### config.mk
export PLATFORM = sky130hd
export DESIGN_NAME = periodic_irq_div
export DESIGN_NICKNAME = d
export VERILOG_FILES = /design/src/rtl/periodic_irq_pkg.sv /design/src/rtl/periodic_rate_decode.sv /design/src/rtl/tick_counter.sv /design/src/rtl/periodic_irq_div.sv
export SDC_FILE = /design/constraint.sdc
export NUM_CORES = 1
export LEC_CHECK = 0
export ABC_AREA = 0
export BUFFER_PORTS_ARGS = -buffer_cell sky130_fd_sc_hd__buf_2
export CELL_PAD_IN_SITES_DETAIL_PLACEMENT = 0
export CELL_PAD_IN_SITES_GLOBAL_PLACEMENT = 1
export CORE_MARGIN = 5
export CORE_UTILIZATION = 41
export CTS_CLUSTER_SIZE = 30
export DETAILED_ROUTE_END_ITERATION = 16
export GPL_ROUTABILITY_DRIVEN = 1
export PLACE_DENSITY = 0.83
export SKIP_LAST_GASP = 1
export SYNTH_ARGS = -nofsm -noshare
export SYNTH_HDL_FRONTEND = slang
export SYNTH_SLANG_ARGS = --single-unit
### constraint.sdc
create_clock -name clk -period 2.5 [get_ports clk]
set_input_delay 0.5 -clock clk [delete_from_list [all_inputs] [get_ports clk]]
set_output_delay 0.5 -clock clk [all_outputs]
set_load 0.005 [all_outputs]
### src/rtl/periodic_irq_pkg.sv
// Shared types and the rate-code aliasing rule for the periodic divider.
// Assumes a 4-bit rate code; the count width is chosen by the top.
package periodic_irq_pkg;
    localparam int CODE_W = 4;
    typedef logic [CODE_W-1:0] rate_code_t;

    // Map the two fast-looking codes onto the slow rates they alias to.
    function automatic rate_code_t effective_code(input rate_code_t code);
        case (code)
            rate_code_t'(1): return rate_code_t'(8);
            rate_code_t'(2): return rate_code_t'(9);
            default:         return code;
        endcase
    endfunction
endpackage

### src/rtl/periodic_rate_decode.sv
// Turns the captured setting into an activity flag and a boundary mask.
// The mask has the low (effective code - 1) bits set, so a count value is on a
// period boundary when it has no bits under the mask. Purely combinational.
module periodic_rate_decode
    import periodic_irq_pkg::*;
#(
    parameter int CNT_W = 15
) (
    input  rate_code_t       code_i,
    input  logic             en_i,
    output logic             active_o,
    output logic [CNT_W-1:0] mask_o
);
    rate_code_t eff;
    int         shift;

    // Derive activity and the low-bit mask from the effective code.
    always_comb begin
        eff      = effective_code(code_i);
        shift    = int'(eff) - 1;
        active_o = en_i && (code_i != '0);
        for (int i = 0; i < CNT_W; i++) begin
            mask_o[i] = active_o && (i < shift);
        end
    end
endmodule

### src/rtl/tick_counter.sv
// Free-running tick count that wraps naturally at its width.
// Assumes tick_i is a single-cycle strobe; reset is synchronous, active low.
module tick_counter #(
    parameter int CNT_W = 15
) (
    input  logic             clk,
    input  logic             rst_n,
    input  logic             tick_i,
    output logic [CNT_W-1:0] cnt_o,
    output logic [CNT_W-1:0] cnt_next_o
);
    logic [CNT_W-1:0] cnt_q;

    assign cnt_next_o = cnt_q + CNT_W'(1);
    assign cnt_o      = cnt_q;

    // Advance the count on each tick, hold otherwise.
    always_ff @(posedge clk) begin
        if (!rst_n)      cnt_q <= '0;
        else if (tick_i) cnt_q <= cnt_next_o;
    end

    p_count_steps_r8: assert property (@(posedge clk) disable iff (!rst_n)
        tick_i |=> cnt_q == $past(cnt_q) + CNT_W'(1));

    p_count_holds_r9: assert property (@(posedge clk) disable iff (!rst_n)
        !tick_i |=> $stable(cnt_q));
endmodule

### src/rtl/periodic_irq_div.sv
// Periodic interrupt divider: captures rate code and enable on a write strobe.
// It pulses flag_set_o for one cycle after any tick that lands the free count
// on a multiple of 2^(effective code - 1). Assumes one tick per 32.768 kHz
// period and a synchronous active-low reset.
module periodic_irq_div
    import periodic_irq_pkg::*;
#(
    parameter int CNT_W      = 15,
    parameter int RST_CODE   = 6
) (
    input  logic              clk,
    input  logic              rst_n,
    input  logic              tick_i,
    input  logic              cfg_wr_i,
    input  logic [CODE_W-1:0] rate_code_i,
    input  logic              pie_en_i,
    output logic              flag_set_o
);
    rate_code_t       code_q;
    logic             en_q;
    logic             active;
    logic [CNT_W-1:0] mask;
    logic [CNT_W-1:0] cnt;
    logic [CNT_W-1:0] cnt_next;
    logic             pulse_q;

    // Capture the setting only when software writes it.
    always_ff @(posedge clk) begin
        if (!rst_n) begin
            code_q <= rate_code_t'(RST_CODE);
            en_q   <= 1'b0;
        end else if (cfg_wr_i) begin
            code_q <= rate_code_i;
            en_q   <= pie_en_i;
        end
    end

    periodic_rate_decode #(.CNT_W(CNT_W)) u_decode (
        .code_i   (code_q),
        .en_i     (en_q),
        .active_o (active),
        .mask_o   (mask)
    );

    tick_counter #(.CNT_W(CNT_W)) u_count (
        .clk        (clk),
        .rst_n      (rst_n),
        .tick_i     (tick_i),
        .cnt_o      (cnt),
        .cnt_next_o (cnt_next)
    );

    // Register the boundary hit so the set pulse is one clean cycle.
    always_ff @(posedge clk) begin
        if (!rst_n) pulse_q <= 1'b0;
        else        pulse_q <= active && tick_i && ((cnt_next & mask) == '0);
    end

    assign flag_set_o = pulse_q;

    p_idle_silent_r2: assert property (@(posedge clk) disable iff (!rst_n)
        (!en_q || code_q == '0) |=> !flag_set_o);

    p_pulse_from_tick_r5: assert property (@(posedge clk) disable iff (!rst_n)
        flag_set_o |-> $past(tick_i));

    p_single_cycle_r5: assert property (@(posedge clk) disable iff (!rst_n)
        flag_set_o |=> !flag_set_o);

    p_capture_only_on_write_r6: assert property (@(posedge clk) disable iff (!rst_n)
        !cfg_wr_i |=> ($stable(code_q) && $stable(en_q)));
endmodule

After elaboration in Yosys (flattened, before gate mapping)
Cells that the tools add are included.
- register bits: 21
- latch bits: 0
- bits in writable memories: 0
- bits in read-only memories: 0
- input port bits: 9
- memories kept: 0
- add/sub/neg operators: 2
- multipliers: 0
- divide/modulo/power cells: 0
- magnitude comparators: 15
- equal/unequal tests: 2
- shift operators: 0
- mux-type cells: 1
- bitwise operators: 1
- reduce and logical (&&, ||, !) cells: 20
- operators by type and width (cell ; count):
    $lt A5 B32 Y1 const A ; 7
    $lt A4 B32 Y1 const A ; 4
    $lt A3 B32 Y1 const A ; 2
    $lt A1 B32 Y1 const A ; 1
    $lt A2 B32 Y1 const A ; 1
    $logic_and A1 B1 Y1 ; 18
    $add A15 B1 Y15 const B ; 1
    $and A15 B15 Y15 ; 1
    $logic_not A15 Y1 ; 1
    $pmux W4 S2 ; 1
    $sub A4 B1 Y5 const B ; 1
    $eq A4 B1 Y1 const B ; 1
    $eq A4 B2 Y1 const B ; 1
    $reduce_bool A4 Y1 ; 1

Depth between registers and ports, before layout
Gate-level depths: netlist (run 1).
- depth in word-level cells: 8
- depth in mapped cells: 13

Hierarchy
A second synthesis (run 1) with hierarchy kept.
- cell total of the unflattened synthesis: 192
- area total of the unflattened synthesis: 1582.8 µm²
- modules (own cells, without submodules) (module ; instances ; cells each ; area an instance (µm²) ; seq. area each (µm²)):
    tick_counter ; 1 ; 113 ; 944.7 ; 300.3
    periodic_rate_decode ; 1 ; 52 ; 347.8 ; 0.0
    periodic_irq_div ; 1 ; 27 ; 290.3 ; 120.1

Least setup slack after synthesis (run 1)
No wires, ideal clock.
- path type: reg2reg
- start: register code_q[1]
- end: register pulse_q (netlist: flag_set_o)
- arrival time: 2.360 ns
- required time: 2.397 ns
- setup slack: 0.036 ns
- stages on the path, launching flop included: 13
- path buffers: 2
- path through: dfxtp_1 > buf_4 > or3b_1 > nand2_1 > inv_1 > ha_1 > buf_4 > or3b_4 > a21oi_2 > o21bai_1 > a32oi_1 > nand4_1 > a2111oi_2
- longest elaborated chain between the ends: 8
- elaborated cells on any way between the ends: 40
- those cells by class: add/sub: 1; order compare: 15; eq/ne: 2; mux: 1; bitwise: 1; reduce/logical: 20
- ends and longest elaborated chain (item ; line ; text):
    start, declared ; periodic_irq_div.sv:19 ; rate_code_t code_q;
    start signal, assigned ; periodic_irq_div.sv:30 ; code_q <= rate_code_t'(RST_CODE);
    start signal, assigned ; periodic_irq_div.sv:33 ; code_q <= rate_code_i;
    $eq A4 B2 Y1 / $eq A4 B1 Y1 (equally long branches) ; periodic_irq_pkg.sv:9 ; case (code)
    $pmux W4 S2 ; periodic_irq_pkg.sv:9 ;
    $sub A4 B1 Y5 ; periodic_rate_decode.sv:20 ; shift = int'(eff) - 1;
    $lt A1 B32 Y1 (tied with other cells) ; periodic_rate_decode.sv:23 ; mask_o[i] = active_o && (i < shift);
    $logic_and A1 B1 Y1 ; periodic_rate_decode.sv:23 ;
    $and A15 B15 Y15 ; periodic_irq_div.sv:56 ; else pulse_q <= active && tick_i && ((cnt_next & mask) == '0);
    $logic_not A15 Y1 ; periodic_irq_div.sv:56 ;
    $logic_and A1 B1 Y1 (*) ; periodic_irq_div.sv:56 ;
    end signal, assigned ; periodic_irq_div.sv:56 ;
    end, declared ; periodic_irq_div.sv:25 ; logic pulse_q;
Mark *: on every way between the ends. The rest lies on a longest branch, timed or not.
A chain may end at the register's enable or synchronous reset.

Final worst setup path (run 1)
- start: register code_q[2]
- end: register pulse_q (netlist: flag_set_o)
Same word-level chain as after synthesis.

==> out/metrics.csv, run 1 <==
metric;value;unit
outcome;completed;
count of different cell masters after synthesis;45;
PnR worst setup slack;135.2;ps
Final setup viols;0;
Period Utilization, post-route;94.59;%
post-synthesis register bit count;21;
Die Wd;71.07;um
Synth Net Count;201;
# port buffers;9;
fin. max-slew vios;0;
share of flip-flops with an asynchronous set or reset;0;%
Total Power;0.7208;mW
Total Wirelength;3353;um
Worst-Skew Late Latency;260;ps
first-pass GRT wire length;5492;um
CTS root buffer;clkbuf_8;
worst path bufs/invs;2;
final hold vios;0;
routed via count;1332;
CP Launch Type;flip-flop;
Tmin final;2365;ps
I/O pin count;10;
gr usage total;13.22;%
FP Rows;22;
1st-pass router iterations;4;
Slew headroom;73.81;%
Hold WC Path Type;in2reg;
worst-case clock skew;4.549;ps
critical path type;reg2reg;
yosys warns;0;
CTS tree;done;
CTS buffer count;3;
main area contributors after synthesis;dfxtp_1, xnor2_1, xor2_1;
largest net degree at the start of global routing;22;
Filler cells;374;
register area share after synthesis;27.50;%
DRT iter0 DRCs;132;
Crit path largest cell delay;410;ps
Cell Area, Synth;0.001529;sq mm
top cell type's share of synthesized area;27.50;%
Clock Tree Buf Depth;2;
Int Power;0.5174;mW
ys flop type;dfxtp_1;
worst vdd ir;0.2241;mV
Max Clk Rate;422.9;MHz
Clk pin slew, worst setup/hold paths;80;ps
DP Wirelength;2419;um
DP Worst Slack;-30.88;ps
clock power share;31.6;%
Mapped Cells;188;
# Max-Cap Violations;0;
CP Data Arrival Time;2520;ps
endpoint class of the critical path;flip-flop;
flip-flop and latch area;425.4;sq um
reg2reg setup slack;140;ps
NetSw;0.2033;mW
most frequent cells in the layout;dfxtp_1, xnor2_1, nand4_1, nand2_1, and2_1;
layout cell share with drive strength beyond 1;21.47;%
Crit-path slowest cell;or3b_4;
EDFF count, synth;0;
Synth area leader;dfxtp_1;
die height;71.07;um
core area;0.003633;sq mm
vias in the first global route;1250;
Gate power share;19.3;%
slew at the pin closest to its max-slew limit;390.6;ps
Vias/cell;5.573;
cell family with most CP delay;simple AND/OR/NAND/NOR gates;
crit-path cells;or3b_4 > nand2_4 > inv_2 > ha_4 > buf_6 > and2b_2 > nor3b_2 > nor2_2 > nand3b_1 > o2111ai_2 > a2111oi_2;
die area;0.005050;sq mm
syn avg cell area;8.133;sq um
# DRC;0;
Leak Pwr;0.6437;nW
most common cell after layout, fill and taps aside;dfxtp_1;
worst-path fanout max;6;
sw frac;28.21;%
initial antenna violation count;0;
Layout Nets;205;
diode count;0;
area delta synth->final;12.11;%
RePlAce Congestion;0.8433;
starting density of the core;42.08;%
antenna-violating nets left;0;
sequential power share;49.1;%
Critical Path RT;2660;ps
routed len/inst;14.03;um
multi-input logic area;0.001070;sq mm
total grt overflow;0;
clock sinks;21;
H-tree depth;1;
PwrDens;420.5;mW/mm^2
tightest hold or removal path, cell delays in order:
cell	delay [ps]
buf_2	70
mux2i_1	50
nand2_1	50
registers in the layout, summed over array words and instances, names as in the netlist:
signal and cells:
code_q 4, u_count.cnt_o 15, flag_set_o 1, en_q 1
cell usage after synthesis, drive strengths merged (6+ instances only):
cell type / count
nand2: 12
nor2: 8
clkbuf: 6
xnor2: 15
dfxtp: 21
buf: 11
mux2i: 6
o21ai: 9
and2: 11
nor2b: 8
nand3: 8
nand4: 12
xor2: 10
path summary, 6_finish.rpt:
check / start / endpoint / depth (start not counted)
min reg2reg: u_count.cnt_o[7] / u_count.cnt_o[7] / 2
max reg2reg: code_q[2] / flag_set_o / 11
min: rate_code_i[2] / code_q[2] / 3
max: code_q[2] / flag_set_o / 11
cells by family (layout without fill, tap and decap cells):
kind of cell	Yosys count	in the layout	synth area share [%]
adder cells (fa/ha/maj)	4	4	3.273
AO/OA/AOI/OAI	28	28	12.52
AND/OR/NAND/NOR	84	84	31.92
buffers and inverters	20	23	6.546
XOR/XNOR	25	25	14.32
multiplexers	6	6	3.928
flip-flops	21	21	27.50
metal layers:
layer	vias to the layer above	routed length [um]	global-route usage [%]
li1	667	-	-
met1	639	1584	17.67
met2	21	1611	21.11
met3	5	94	1.705
met4	0	63	6.054
met5	-	0	0
timing repair:
action	in CTS	in global routing
hold buffers	0	0
pin swaps	1	7
endpoints found under the setup margin	1	1
gates resized for setup	1	20
buffers inserted	0	0
power groups by stage:
stage / clock (mW) / sequential [mW] / combinational [mW]
floorplan: 0 / 0.357 / 0.0894
global placement: 0 / 0.361 / 0.118
detailed placement: 0 / 0.361 / 0.121
CTS: 0.238 / 0.353 / 0.122
global route: 0.256 / 0.356 / 0.151
finish: 0.228 / 0.354 / 0.139
metrics by stage:
stage | util [%] | area (sq um) | hold WS, ps | std cells | TNS [ps]
finish | 47.18 | 1714 | 445.8 | 239 | 0
global route | 47.18 | 1714 | 452.1 | 239 | -1.438
CTS | 45.32 | 1647 | 437.4 | 239 | 0
detailed placement | 43.97 | 1598 | 547.3 | 235 | -30.88
global placement | 43.97 | 1598 | 531.9 | 235 | 0
floorplan | - | 1529 | 501.2 | 188 | 0
cell type report:
cell class                 count  area share [%]
timing repair buffer          16           5.912
clock inverter                 1          0.2920
sequential                    21           24.82
clock buffer                   3           2.409
multi-input combinational    147           62.41
tap                           48           3.504
inverter                       3          0.6569
Note: power is estimated with default switching activity, not from simulation.
==> inputs of run 2 (changes only) <==
Settings changed: CELL_PAD_IN_SITES_DETAIL_PLACEMENT 0 to 1.
==> run 2 against run 1 <==
The flow now finishes with violations (setup timing); largest cell class unchanged; flip-flop and latch count unchanged; register-to-register slack got worse by 200 ps; power increased by 2.1%; clock skew decreased by 2.0 ps; clock power about the same; global-route usage increased by 3.0 points; critical endpoint unchanged.
==> out/metrics.csv, run 2 (synthesis gave the netlist of run 1 again) <==
metric;value;unit;change
CTS root buffer;clkbuf_8;;
gr usage total;16.19;%;+3.0 points
starting density of the core;42.08;%;unchanged
routed via count;1424;;+6.9%
Filler cells;461;;+23%
# DRC;0;;unchanged
initial antenna violation count;0;;unchanged
Clock Tree Buf Depth;2;;unchanged
Layout Nets;207;;+0.98%
CTS tree;done;;
largest net degree at the start of global routing;22;;unchanged
most common cell after layout, fill and taps aside;dfxtp_1;;
H-tree depth;1;;unchanged
Worst-Skew Late Latency;260;ps;about the same
die height;71.07;um;unchanged
diode count;0;;unchanged
final hold vios;0;;unchanged
worst vdd ir;0.2658;mV;+19%
core area;0.003633;sq mm;unchanged
worst path bufs/invs;1;;-1
cell family with most CP delay;simple AND/OR/NAND/NOR gates;;
Max Clk Rate;390.4;MHz;-7.7%
total grt overflow;0;;unchanged
Post-Place Cell Area;0.001598;sq mm;unchanged
CTS buffer count;3;;unchanged
DP Wirelength;2878;um;+19%
FP Rows;22;;unchanged
Vias/cell;5.909;;+6.0%
violated checks;setup timing;;
most frequent CP cell;or3b_4;;
max FFs per register;15;;unchanged
Total Wirelength;4266;um;+27%
Critical Path RT;2660;ps;about the same
1st-pass router iterations;4;;unchanged
I/O pin count;10;;unchanged
Leak Pwr;0.6540;nW;+1.6%
# Max-Cap Violations;0;;unchanged
flip-flop and latch area;429.2;sq um;+0.88%
Crit path largest cell delay;410;ps;about the same
setup TNS;-61.49;ps;-61.49 ps
final cell count without fillers;241;;+0.84%
Final setup viols;1;;+1
most frequent cells in the layout;dfxtp_1, xnor2_1, nand4_1, nand2_1, and2_1;;
vias in the first global route;1388;;+11%
critical path type;reg2reg;;
worst-path fanout max;6;;unchanged
RePlAce Congestion;0.8433;;unchanged
clock sinks;21;;unchanged
worst-case clock skew;2.541;ps;-2.008 ps
outcome;finished with violations;;
dpl cells;235;;unchanged
slew at the pin closest to its max-slew limit;387.6;ps;-2.918 ps
PnR worst setup slack;-61.49;ps;-196.6 ps
worst hold slack;475.8;ps;+29.96 ps
Clk pin slew, worst setup/hold paths;80;ps;about the same
first-pass GRT wire length;6644;um;+21%
Die Wd;71.07;um;unchanged
Tmin final;2561;ps;+196.6 ps
CP Data Arrival Time;2720;ps;+200 ps
CP Launch Type;flip-flop;;
Total Power;0.7358;mW;+2.1%
Slew headroom;74.06;%;+0.26 points
Crit-path slowest cell;or3b_4;;
RSZ-0062 raised after global routing;yes;;
PwrDens;423.4;mW/mm^2;+0.69%
Period Utilization, post-route;102.5;%;+7.9 points
endpoint class of the critical path;flip-flop;;
DRT iter0 DRCs;87;;-34%
die area;0.005050;sq mm;unchanged
Hold WC Path Type;in2reg;;
design area;0.001738;sq mm;+1.4%
multi-input logic area;0.001079;sq mm;+0.82%
# port buffers;9;;unchanged
antenna-violating nets left;0;;unchanged
crit-path cells;or3b_4 > nand2_2 > inv_2 > ha_4 > or3b_4 > a21oi_4 > o21ai_2 > a32oi_1 > nand4_1 > a2111oi_2;;
area delta synth->final;13.67;%;
layout cell share with drive strength beyond 1;20.73;%;-0.74 points
fin. max-slew vios;0;;unchanged
routed len/inst;17.70;um;+26%
## run 2: worst min-delay path, delay by kind of cell
kind / cells / cell delay [ps]
simple gates: 1 / 70
buf+inv: 1 / 80
mux: 1 / 60
## run 2: area by class of cell
class,count,share of cell area (%)
Sequential cell,21,24.69
Timing Repair Buffer,18,6.479
Clock buffer,3,2.376
Inverter,3,0.6479
Clock inverter,1,0.2880
Multi-Input combinational cell,147,62.06
Tap cell,48,3.456
## run 2: power breakdown
part | leakage [nW] | total, mW | internal [mW] | switching, mW
Sequential | 0.171 | 0.356 | 0.342 | 0.0140
Clock | 0.0255 | 0.227 | 0.111 | 0.116
Combinational | 0.458 | 0.152 | 0.0670 | 0.0851
## run 2: timing repair
| action | 4_1_cts | 5_1_grt |
|---|---|---|
| endpoints found under the hold margin | 0 | 0 |
| pin swaps | 3 | 7 |
| cloned | 0 | 0 |
| hold buffers | 0 | 0 |
| setup endpoints to repair | 1 | 1 |
| resized for setup | 5 | 17 |
| setup buffers | 0 | 2 |
## run 2: path summary, 6_finish.rpt
kind / start / cells after the start / slack, ps / to
setup / recovery: code_q[3] / 10 / -60 / flag_set_o
hold / removal: rate_code_i[1] / 3 / 480 / code_q[1]
setup reg to reg: code_q[3] / 10 / -60 / flag_set_o
hold reg to reg: u_count.cnt_o[7] / 2 / 560 / u_count.cnt_o[7]
## run 2: metal layers
| layer | GRT usage, % | share of wire [%] | up-vias | wire length, um |
|---|---|---|---|---|
| li1 | - | - | 674 | - |
| met1 | 20.63 | 42 | 699 | 1789 |
| met2 | 27.29 | 51 | 37 | 2158 |
| met3 | 1.847 | 3.7 | 14 | 157 |
| met4 | 7.307 | 3.8 | 0 | 161 |
| met5 | 0 | 0 | - | 0 |
## run 2: metrics by stage
step                      util (%)  setup WS (ps)
after floorplan                  -          36.36
after global placement       43.97          88.78
after detailed placement     43.97         -81.55
final                        47.83         -61.49
after CTS                    45.56          1.092
after global routing         47.83         -140.2
